==> config.mk <==
export PLATFORM = sky130hd
export DESIGN_NAME = rst_release_seq
export DESIGN_NICKNAME = d
export VERILOG_FILES = /design/src/rtl/rstseq_pkg.sv /design/src/rtl/rstseq_timers.sv /design/src/rtl/rstseq_ctrl.sv /design/src/rtl/rst_release_seq.sv
export SDC_FILE = /design/constraint.sdc
export NUM_CORES = 1
export LEC_CHECK = 0
export CAP_MARGIN = 20
export CORE_MARGIN = 1.5
export CORE_UTILIZATION = 53
export CTS_CLUSTER_SIZE = 20
export DETAILED_ROUTE_END_ITERATION = 10
export GPL_ROUTABILITY_DRIVEN = 0
export PLACE_DENSITY = 0.77
export SETUP_SLACK_MARGIN = 0.4
export SYNTH_ARGS = -nofsm -noshare
export SYNTH_HDL_FRONTEND = slang
export SYNTH_SLANG_ARGS = --single-unit
==> constraint.sdc <==
create_clock -name clk -period 2.91 [get_ports clk]
set_clock_uncertainty 0.2 [all_clocks]
set_input_delay 0.582 -clock clk [delete_from_list [all_inputs] [get_ports clk]]
set_output_delay 0.582 -clock clk [all_outputs]
set_load 0.02 [all_outputs]
==> src/rtl/rstseq_pkg.sv <==
package rstseq_pkg;
  typedef enum logic {
    ST_HOLD = 1'b0,
    ST_RUN  = 1'b1
  } seqState_t;

  typedef struct packed {
    logic clrDelay;
    logic advDelay;
  } dlyStrobe_t;
endpackage

==> src/rtl/rstseq_timers.sv <==
module rstseq_timers
  import rstseq_pkg::*;
#(
  parameter int REACT_CYCLES = 200,
  parameter int FAST_TICKS   = 32,
  parameter int SLOW_TICKS   = 64
) (
  input  logic       clk,
  input  logic       sysRst,
  input  logic       uvRaw,
  input  logic       fastMode,
  input  dlyStrobe_t strobe,
  output logic       uvConfirmed,
  output logic       delayDone
);
  localparam int FLT_W = $clog2(REACT_CYCLES + 1);
  localparam int DLY_W = $clog2(SLOW_TICKS + 1);
  localparam logic [FLT_W-1:0] REACT_MAX = FLT_W'(REACT_CYCLES);
  localparam logic [DLY_W-1:0] FAST_T    = DLY_W'(FAST_TICKS);
  localparam logic [DLY_W-1:0] SLOW_T    = DLY_W'(SLOW_TICKS);

  logic [FLT_W-1:0] filtCnt;
  logic [DLY_W-1:0] delayCnt;
  logic [DLY_W-1:0] target;

  // reaction filter: counts consecutive edges with the undervoltage flag set
  always_ff @(posedge clk) begin
    if (sysRst || !uvRaw) filtCnt <= '0;
    else if (filtCnt != REACT_MAX) filtCnt <= filtCnt + 1'b1;
  end

  assign uvConfirmed = (filtCnt == REACT_MAX);

  // release delay in time-base ticks
  always_ff @(posedge clk) begin
    if (sysRst || strobe.clrDelay) delayCnt <= '0;
    else if (strobe.advDelay)      delayCnt <= delayCnt + 1'b1;
  end

  assign target    = fastMode ? FAST_T : SLOW_T;
  assign delayDone = (delayCnt >= target);


  no_filter_overrun_chk: assert property (@(posedge clk) disable iff (sysRst)
    filtCnt <= REACT_MAX);


  no_delay_overrun_chk: assert property (@(posedge clk) disable iff (sysRst)
    delayCnt <= SLOW_T);
endmodule

==> src/rtl/rstseq_ctrl.sv <==
module rstseq_ctrl
  import rstseq_pkg::*;
(
  input  logic       clk,
  input  logic       sysRst,
  input  logic       supplyAlive,
  input  logic       supplyGood,
  input  logic       wdFault,
  input  logic       tbTick,
  input  logic       uvConfirmed,
  input  logic       delayDone,
  output dlyStrobe_t strobe,
  output logic       rstOutN,
  output logic       rstReleased
);
  seqState_t state, nextState;
  logic kill;

  assign kill = !supplyAlive || uvConfirmed || wdFault;

  always_comb begin
    nextState = state;
    strobe    = '0;
    unique case (state)
      ST_HOLD: begin
        if (kill)                          strobe.clrDelay = 1'b1;
        else if (delayDone && supplyGood)  nextState       = ST_RUN;
        else if (tbTick && supplyGood)     strobe.advDelay = 1'b1;
      end
      ST_RUN: begin
        strobe.clrDelay = 1'b1;
        if (kill) nextState = ST_HOLD;
      end
      default: nextState = ST_HOLD;
    endcase
  end

  always_ff @(posedge clk) begin
    if (sysRst) begin
      state       <= ST_HOLD;
      rstReleased <= 1'b0;
    end else begin
      state       <= nextState;
      rstReleased <= (state == ST_HOLD) && (nextState == ST_RUN);
    end
  end

  assign rstOutN = (state == ST_RUN);


  pulse_with_release_chk: assert property (@(posedge clk) disable iff (sysRst)
    rstReleased |-> (rstOutN && !$past(rstOutN)));


  release_has_pulse_chk: assert property (@(posedge clk) disable iff (sysRst)
    $rose(rstOutN) |-> rstReleased);


  release_after_delay_chk: assert property (@(posedge clk) disable iff (sysRst)
    $rose(rstOutN) |-> $past(delayDone));


  dead_supply_low_chk: assert property (@(posedge clk) disable iff (sysRst)
    !supplyAlive |=> !rstOutN);


  uv_forces_low_chk: assert property (@(posedge clk) disable iff (sysRst)
    uvConfirmed |=> !rstOutN);


  wd_forces_low_chk: assert property (@(posedge clk) disable iff (sysRst)
    wdFault |=> !rstOutN);
endmodule

==> src/rtl/rst_release_seq.sv <==
module rst_release_seq
  import rstseq_pkg::*;
#(
  parameter int REACT_CYCLES = 200,
  parameter int FAST_TICKS   = 32,
  parameter int SLOW_TICKS   = 64
) (
  input  logic       clk,
  input  logic       sysRst,
  input  logic       supplyAlive,
  input  logic       outAboveThr,
  input  logic       inputLow,
  input  logic       wdFault,
  input  logic [1:0] modeSel,
  input  logic       tbTick,
  output logic       rstOutN,
  output logic       rstUndriven,
  output logic       rstReleased
);
  dlyStrobe_t strobe;
  logic uvRaw, supplyGood, fastMode, uvConfirmed, delayDone;

  assign uvRaw       = !outAboveThr || inputLow;
  assign supplyGood  = supplyAlive && outAboveThr && !inputLow;
  assign fastMode    = (modeSel == 2'b00);
  assign rstUndriven = !supplyAlive;

  rstseq_timers #(
    .REACT_CYCLES(REACT_CYCLES),
    .FAST_TICKS  (FAST_TICKS),
    .SLOW_TICKS  (SLOW_TICKS)
  ) u_timers (
    .clk        (clk),
    .sysRst     (sysRst),
    .uvRaw      (uvRaw),
    .fastMode   (fastMode),
    .strobe     (strobe),
    .uvConfirmed(uvConfirmed),
    .delayDone  (delayDone)
  );

  rstseq_ctrl u_ctrl (
    .clk        (clk),
    .sysRst     (sysRst),
    .supplyAlive(supplyAlive),
    .supplyGood (supplyGood),
    .wdFault    (wdFault),
    .tbTick     (tbTick),
    .uvConfirmed(uvConfirmed),
    .delayDone  (delayDone),
    .strobe     (strobe),
    .rstOutN    (rstOutN),
    .rstReleased(rstReleased)
  );
endmodule

==> impl_metrics.csv, run 1 <==
group,metric,value,unit
layout,fill_cells,131,
global_routing,grt_pass1_vias,736,
global_routing,overflow,0,
logic_synthesis,yosysTopAreaCellShare,36.5,%
logic_synthesis,yosysTopAreaCell,"dfxtp_1",
setup_path,crit_path_start_kind,"primary input",
floorplanning,rows,14,
placement,numPortBuffers,11,
logic_synthesis,ys_types,33,
floorplanning,ioPinCount,12,
global_routing,grt_antenna_before_repair,0,
setup_path,critical_path.slowest_cell,"clkdlybuf4s50_1",
logic_synthesis,async_reset_ff_share,0,%
logic_synthesis,synthTopCellsByArea,"dfxtp_1 36%, ha_1 8.0%, o31ai_1 4.8%, or4_1 4.8%, xor2_1 4.7%",
status,status,"complete, no violations",
setup_path,required,2.13,ns
power,leakage,0.000409,µW
timing,fmax,436,MHz
power,power_per_cell_area,373,nW/µm²
floorplanning,die_w,45.0,µm
logic_synthesis,syn_area,933,µm²
setup_path,crit_arrival,1.51,ns
power,internal_power,312,µW
setup_path,critPathKind,"in2out",
logic_synthesis,yosysMostFrequentCell,"dfxtp_1",
layout,syn_to_final_growth,22.1,%
timing,worstMarginPinSlew,0.441,ns
power,clockPowerShare,31.8,%
timing,min_period,2.29,ns
logic_synthesis,syn-num-nets,122,
power,peakVddDrop,0.000228,V
logic_synthesis,synth_ff_type,"dfxtp_1",
placement,place_ws,0.00388,ns
clocking,root_buffer,"clkbuf_4",
timing,relSlewSlack,70.2,%
global_routing,grtUsageTotal,22.6,%
global_routing,grt_pass1_wl,3270,µm
timing,hold_violations,0,
clocking,clockBufferDepth,2,
placement,place_hpwl,1380,µm
clocking,clock_sinks,17,
logic_synthesis,syn_area_per_cell,8.72,µm²
routing,drtPass1Iterations,4,
layout,drive_gt1_share,13.9,%
clocking,clock_tree.htree_level_count,1,
floorplanning,start_util,59.2,%
timing,setup_tns,0,ns
routing,first_iter_violations,40,
floorplanning,fp.coreArea,1580,µm²
logic_synthesis,yosysWarningCount,0,
routing,drc,0,
timing,layout_setup_ws,0.618,ns
power,p_seq_share,56.3,%
clocking,insertion_delay,0.30,ns
timing,setup_viol,0,
floorplanning,die_area,2020,µm²
logic_synthesis,yosysSeqAreaShare,36.5,%
timing,rsz0062_at_grt,"no",
clocking,numCtsBuffers,3,
hold_path,hold_class,"reg2reg",
setup_path,critPathMaxStageDelay,0.56,ns
power,swShare,26.7,%
setup_path,critPathMaxFanout,6,
logic_synthesis,synth_edf_count,0,
routing,wire_per_inst,15.9,µm
routing,avgViaCountPerCell,6.36,
clocking,cts_tree,"yes",
floorplanning,die_h,45.0,µm
logic_synthesis,synth-seq-cells,17,
routing,ant_nets,0,
power,combPwrFrac,11.9,%
routing,num_vias,877,
routing,routed_wl,2200,µm
logic_synthesis,syn_inst,107,
logic_synthesis,ys_top_cells_by_count,"17 x dfxtp_1, 10 x nor2_1, 8 x a21oi_1, 7 x inv_1",
setup_path,end_kind,"output pin",
timing,holdWs,0.322,ns
setup_path,crit_chain,"clkdlybuf4s50_1, inv_1, dlygate4sd2_1",
layout,insertedDiodeCount,0,
power,p_switching,114,µW
flow_run,maxCapViolCount,0,
timing,timing.final.crit_share,78.8,%
clocking,path_clk_slew,0.11,ns
timing,slew_viol_final,0,
global_routing,grt_max_degree,15,
layout,final_nets,138,
kinds of logic (layout without fill, tap and decap cells):
logic type,after synthesis,after routing,share of synthesized area (%)
compound gates,23,24,16.2
xor+xnor,7,7,6.57
buf+inv,12,26,5.23
fa+ha+maj,6,6,8.04
flops,17,17,36.5
simple gates,42,42,27.5
worst max-delay path: cells and delay by family:
kind                   cells  cell delay, ns
buffers and inverters      3            0.93
flip-flops by register name (all words and copies together) (netlist names):
signal              cells
u_timers.delayCnt       7
u_timers.filtCnt        8
u_ctrl.rstOutN          1
u_ctrl.rstReleased      1
cell type report:
cell class              instances  area [µm²]  area share, %
clock buffers                   3        22.5           1.98
multi-input cells              79         582           51.0
well taps                      16        20.0           1.76
inverters                       7        26.3           2.31
flip-flops and latches         17         340           29.9
clock inverters                 1        5.00          0.439
repair buffers                 15         144           12.6
layout by cell type (no fill, tap or decap), types with 2 or more instances in the layout:
cell type	n
xor2_1	5
dfxtp_1	17
o2111ai_1	2
and3_1	3
or2_2	2
o211ai_1	3
or4_1	5
or3_1	2
xnor2_1	2
a21oi_1	6
inv_1	7
o31ai_1	6
dlymetal6s2s_1	2
a21oi_2	2
clkdlybuf4s50_1	8
buf_4	4
clkbuf_4	3
nand3_1	6
nor2_1	9
nor3_1	2
ha_1	5
stage by stage:
step	power, µW	util (%)	cell area [µm²]	instances
floorplan	268	-	933	107
global placement	289	67.5	1060	132
detailed placement	290	67.5	1060	132
CTS	422	70.0	1100	137
global route	436	72.3	1140	138
finish	426	72.3	1140	138
power groups by stage:
| stage | registers [µW] | logic [µW] | clock network [µW] |
|---|---|---|---|
| after floorplan | 244 | 24.2 | 0 |
| after global placement | 244 | 44.2 | 0 |
| after detailed placement | 245 | 45.5 | 0 |
| after CTS | 239 | 48.0 | 135 |
| after global routing | 240 | 54.6 | 141 |
| final | 240 | 50.7 | 135 |
what timing repair did:
| action | CTS | global route |
|---|---|---|
| hold buffers | 0 | 0 |
| endpoints found under the setup margin | 7 | 6 |
| gates cloned | 1 | 0 |
| gates resized for setup | 3 | 6 |
| buffers inserted | 0 | 1 |
| pin swaps | 1 | 8 |
layer usage:
| layer | up-vias | share of wire, % | track usage (%) | wire length (µm) |
|---|---|---|---|---|
| met5 | - | 0 | 0 | 0 |
| met4 | 0 | 1.7 | 12.4 | 37 |
| met3 | 4 | 8.3 | 3.60 | 183 |
| met2 | 45 | 46 | 33.7 | 1000 |
| met1 | 400 | 44 | 30.9 | 973 |
| li1 | 428 | - | - | - |
final timing paths:
check                       start                   end  slack [ns]  cells past startpoint
min reg2reg  u_timers.delayCnt[1]  u_timers.delayCnt[1]        0.32                      2
max reg2reg   u_timers.filtCnt[0]  u_timers.delayCnt[0]        0.71                      6
max                   supplyAlive           rstUndriven        0.62                      3
min          u_timers.delayCnt[1]  u_timers.delayCnt[1]        0.32                      2
No activity file was read; power rests on OpenSTA's default activity.
==> run 2: changes to the inputs <==
- CORE_UTILIZATION: 53 -> 48
- PLACE_DENSITY: 0.77 -> 0.74
- clock period: 2.91 -> 2 ns (I/O delays scaled with it)
==> run 2 against run 1 <==
Net effect:
- the flow now finishes with violations (setup timing)
- count of clock-buffer cells in the layout unchanged
- die area increased by 9.7%
- critical path depth increased by 3
- hold slack got worse by 0.026 ns
- sequential power increased by 44%
- via count increased by 25%
- flip-flop and latch count unchanged
- wire length increased by 58%
- total power increased by 60%
- utilization increased by 14 points
- final cell count increased by 27%
- critical endpoint is now u_timers.delayCnt[2]
- largest cell class unchanged
- highest routed layer unchanged
==> impl_metrics.csv, run 2 (same netlist as run 1, synthesis figures left out) <==
group,metric,value,unit
status,status,"complete, but fails checks",
status,violations,"setup timing",
power,leakage,0.000589,µW
clocking,root_buffer,"clkbuf_4",
power,peakVddDrop,0.000390,V
clocking,insertion_delay,0.30,ns
setup_path,critPathKind,"reg2reg",
global_routing,grt_antenna_before_repair,0,
floorplanning,fp.coreArea,1780,µm²
placement,numPortBuffers,11,
timing,rsz0062_at_grt,"yes",
routing,first_iter_violations,72,
hold_path,hold_class,"in2reg",
timing,setup_viol,7,
layout,regMostFlops,"u_timers.filtCnt",
layout,final_nets,166,
placement,placed_cell_area,1250,µm²
global_routing,grtUsageTotal,32.5,%
hold_path,hold_depth,4,
power,p_switching,188,µW
layout,syn_to_final_growth,65.3,%
floorplanning,die_area,2220,µm²
timing,hold_violations,0,
layout,insertedDiodeCount,0,
routing,drc,0,
setup_path,r2r_cells,6,
placement,place_hpwl,1580,µm
routing,avgViaCountPerCell,6.27,
clocking,numCtsBuffers,3,
placement,place_ws,-0.756,ns
timing,worstMarginPinSlew,0.322,ns
floorplanning,die_h,47.1,µm
global_routing,grt_pass1_vias,1072,
setup_path,required,2.02,ns
setup_path,crit_path_start_kind,"register",
clocking,path_clk_slew,0.11,ns
global_routing,grt_max_degree,15,
layout,final_util,86.5,%
layout,largest_reg_flops,8,
routing,ant_nets,0,
timing,timing.final.crit_share,109,%
clocking,clock_tree.htree_level_count,1,
timing,slew_viol_final,0,
power,combPwrFrac,20.7,%
layout,drive_gt1_share,56.0,%
timing,min_period,2.18,ns
power,internal_power,494,µW
power,clockPowerShare,28.6,%
routing,drtPass1Iterations,4,
setup_path,critPathMaxFanout,6,
flow_run,maxCapViolCount,0,
layout,layout_common_cells,"25 x buf_4, 11 x dfxtp_1, 8 x buf_6",
setup_path,crit_arrival,2.21,ns
clocking,hold_buffers,0,
clocking,cts_tree,"yes",
routing,routed_wl,3470,µm
timing,layout_setup_ws,-0.183,ns
routing,num_vias,1097,
setup_path,end_kind,"register",
layout,final_common_cell,"buf_4",
global_routing,grt_pass1_wl,4970,µm
routing,wire_per_inst,19.8,µm
power,p_seq_share,50.7,%
layout,layout_top_registers,"u_timers.filtCnt x8, u_timers.delayCnt x7",
timing,relSlewSlack,78.3,%
timing,fmax,458,MHz
layout,fill_cells,80,
floorplanning,start_util,52.4,%
power,power_per_cell_area,442,nW/µm²
clocking,clock_sinks,17,
global_routing,overflow,0,
floorplanning,die_w,47.1,µm
floorplanning,rows,15,
power,swShare,27.6,%
clocking,clockBufferDepth,2,
layout,final_area,1540,µm²
floorplanning,ioPinCount,12,
-- run 2: cell count changes in the layout (fill, tap and decap cells not counted), moves of 4 or more --
| cell | previous run | this run |
|---|---|---|
| dfxtp_2 | 0 | 6 |
| inv_2 | 0 | 4 |
| buf_4 | 4 | 25 |
| dfxtp_1 | 17 | 11 |
| buf_6 | 0 | 8 |
| inv_1 | 7 | 3 |
-- run 2: final timing paths --
check,startpoint,end,slack (ns)
setup / recovery,u_timers.delayCnt[6],u_timers.delayCnt[2],-0.18
hold / removal,supplyAlive,u_ctrl.rstReleased,0.30
setup reg to reg,u_timers.delayCnt[6],u_timers.delayCnt[2],-0.18
hold reg to reg,u_timers.filtCnt[7],u_timers.filtCnt[7],0.36
-- run 2: per-stage QoR --
stage | setup TNS, ns | hold slack, ns | total power [µW] | std cells
after floorplan | -0.0851 | 0.260 | 394 | 107
after global placement | -5.51 | 0.293 | 436 | 162
after detailed placement | -5.96 | 0.299 | 439 | 162
after CTS | -0.580 | 0.327 | 652 | 172
after global routing | -1.04 | 0.291 | 703 | 175
final | -0.729 | 0.295 | 682 | 175
-- run 2: power groups by stage --
stage	registers, µW	clock network [µW]	logic, µW
final	346	195	141
after global routing	347	210	147
after CTS	345	192	116
after detailed placement	352	0	87.0
after global placement	352	0	83.6
after floorplan	355	0	38.9
-- run 2: critical path, stage by stage (launching register included) --
cell     delay [ns]
dfxtp_2        0.35
ha_4           0.24
nor2b_4        0.12
a311o_2        0.38
buf_6          0.14
or4_1          0.51
a21oi_1        0.18
-- run 2: repair_timing --
item / in CTS / in global routing
setup endpoints to repair: 17 / 20
gates resized for setup: 47 / 23
setup buffers: 6 / 3
pin swaps: 11 / 12
-- run 2: layout make-up --
class | count | area, µm² | area share [%]
clock buffers | 3 | 22.5 | 1.46
clock inverters | 1 | 5.00 | 0.324
inverters | 7 | 26.3 | 1.70
multi-input cells | 78 | 741 | 48.0
flip-flops and latches | 17 | 348 | 22.5
well taps | 25 | 31.3 | 2.03
repair buffers | 44 | 369 | 23.9
-- run 2: metal layers --
metal | track usage [%] | routed length [µm] | vias to the layer above
met5 | 0 | 0 | -
met3 | 6.54 | 343 | 25
met1 | 39.2 | 1330 | 501
met2 | 55.6 | 1610 | 94
met4 | 14.4 | 191 | 0
li1 | - | - | 477
==> run 3: changes to the inputs <==
- SETUP_SLACK_MARGIN: 0.4 -> 0.02
- SLEW_MARGIN: default -> 10
==> run 3 against run 2 <==
Net effect:
- the flow still finishes with violations (setup timing)
- flip-flop and latch count stayed put
- global-route usage is 8.4 points lower
- sequential power hardly changed
- combinational power is 25% lower
- first-iteration DRC count is 65% lower
- count of clock-buffer cells in the layout stayed put
- via count is 14% lower
- wire length is 31% lower
- setup slack better by 0.18 ns
- cell area is 8.4% lower
- hold slack better by 0.034 ns
- non-clock buffer count is 7 lower
- critical path type unchanged
- critical endpoint unchanged
- largest power group unchanged
==> impl_metrics.csv, run 3 (same netlist as run 1, synthesis figures left out) <==
group,metric,value,unit
status,status,"complete, but fails checks",
status,violations,"setup timing",
timing,setup_tns,-0.00163,ns
clocking,path_clk_slew,0.10,ns
layout,layout_common_cells,"25 x buf_4, 13 x dfxtp_1, 9 x nor2_1",
placement,numPortBuffers,11,
global_routing,grtUsageTotal,24.1,%
power,p_switching,163,µW
placement,dp_cells,161,
layout,layout_top_registers,"u_timers.filtCnt x8, u_timers.delayCnt x7",
layout,final_nets,160,
global_routing,overflow,0,
clocking,insertion_delay,0.29,ns
layout,regMostFlops,"u_timers.filtCnt",
timing,setup_viol,1,
setup_path,critPathMaxFanout,6,
placement,place_hpwl,1690,µm
global_routing,grt_antenna_before_repair,0,
layout,drive_gt1_share,42.4,%
routing,avgViaCountPerCell,5.56,
layout,insertedDiodeCount,0,
routing,routed_wl,2400,µm
setup_path,crit_path_start_kind,"register",
global_routing,grt_max_degree,13,
clocking,numCtsBuffers,3,
layout,final_common_cell,"buf_4",
timing,worstMarginPinSlew,0.416,ns
timing,rsz0062_at_grt,"yes",
timing,slew_viol_final,0,
clocking,cts_tree,"yes",
routing,drtPass1Iterations,4,
routing,wire_per_inst,14.2,µm
setup_path,end_kind,"register",
timing,min_period,2.00,ns
timing,hold_violations,0,
layout,instances_no_fill,169,
power,peakVddDrop,0.000420,V
power,leakage,0.000542,µW
routing,drc,0,
routing,ant_nets,0,
power,power_per_cell_area,450,nW/µm²
timing,timing.final.crit_share,100,%
timing,layout_setup_ws,-0.00163,ns
routing,first_iter_violations,25,
hold_path,hold_class,"reg2reg",
setup_path,crit_path_start,"u_timers.delayCnt[6]",
power,clockPowerShare,29.3,%
setup_path,r2r-start,"u_timers.delayCnt[6]",
layout,fill_cells,120,
layout,syn_to_final_growth,51.5,%
clocking,clock_sinks,17,
clocking,root_buffer,"clkbuf_4",
flow_run,maxCapViolCount,0,
global_routing,grt_pass1_vias,865,
layout,largest_reg_flops,8,
timing,relSlewSlack,72.2,%
power,internal_power,473,µW
clocking,clock_tree.htree_level_count,1,
layout,final-seq-area,345,µm²
floorplanning,fp.coreArea,1780,µm²
routing,num_vias,939,
setup_path,required,2.03,ns
floorplanning,ioPinCount,12,
power,p_seq_share,54.1,%
timing,fmax,500,MHz
power,swShare,25.7,%
power,combPwrFrac,16.6,%
floorplanning,die_w,47.1,µm
global_routing,grt_pass1_wl,3770,µm
floorplanning,rows,15,
setup_path,crit_arrival,2.03,ns
hold_path,min_from,"u_timers.filtCnt[7]",
layout,multi_input_area,677,µm²
floorplanning,die_h,47.1,µm
floorplanning,die_area,2220,µm²
floorplanning,start_util,52.4,%
setup_path,critPathKind,"reg2reg",
clocking,clockBufferDepth,2,
-- run 3: power groups by stage --
stage | Sequential [µW] | Combinational, µW | Clock [µW]
final | 345 | 106 | 186
after detailed placement | 353 | 89.2 | 0
after CTS | 345 | 97.1 | 199
after global routing | 345 | 113 | 209
after global placement | 352 | 85.7 | 0
after floorplan | 354 | 38.1 | 0
-- run 3: what timing repair did --
item | 4_1_cts | 5_1_grt
gates cloned | 1 | 0
buffers inserted | 2 | 1
pin swaps | 6 | 8
resized for setup | 28 | 13
endpoints found under the setup margin | 10 | 8
hold buffers | 0 | 0
-- run 3: routing by layer --
metal	GRT usage (%)	vias to the layer above	part of all wire, %
met1	31.5	444	48
met5	0	-	0
met4	5.56	0	0.71
met3	4.62	2	2.9
met2	41.1	20	48
li1	-	473	-
-- run 3: metrics by stage --
stage / instance area [µm²] / power [µW] / setup slack [ns] / utilization [%] / hold WS (ns)
after floorplan: 947 / 393 / -0.0164 / - / 0.260
after global placement: 1230 / 438 / -0.652 / 69.1 / 0.299
after detailed placement: 1230 / 442 / -0.754 / 69.1 / 0.302
after CTS: 1350 / 641 / -0.0644 / 75.6 / 0.330
after global routing: 1410 / 668 / -0.0258 / 79.3 / 0.364
final: 1410 / 637 / -0.00163 / 79.3 / 0.329
-- run 3: critical path, cell delays in order (launching register included) --
cell and delay (ns):
dfxtp_2 0.37, ha_4 0.21, nor2b_4 0.13, a311o_2 0.40, or4_4 0.49, a21oi_2 0.14
-- run 3: path summary, 6_finish.rpt --
check             cells past startpoint  slack (ns)                    to
setup / recovery                      5      -0.002  u_timers.delayCnt[2]
hold / removal                        2        0.33   u_timers.filtCnt[7]
setup reg to reg                      5      -0.002  u_timers.delayCnt[2]
hold reg to reg                       2        0.33   u_timers.filtCnt[7]
-- run 3: layout make-up --
type                       instances  area share (%)
clock buffer                       3            1.59
clock inverter                     1           0.354
inverter                           7            1.86
multi-input combinational         79            47.9
sequential                        17            24.4
tap                               25            2.21
timing repair buffer              37            21.7
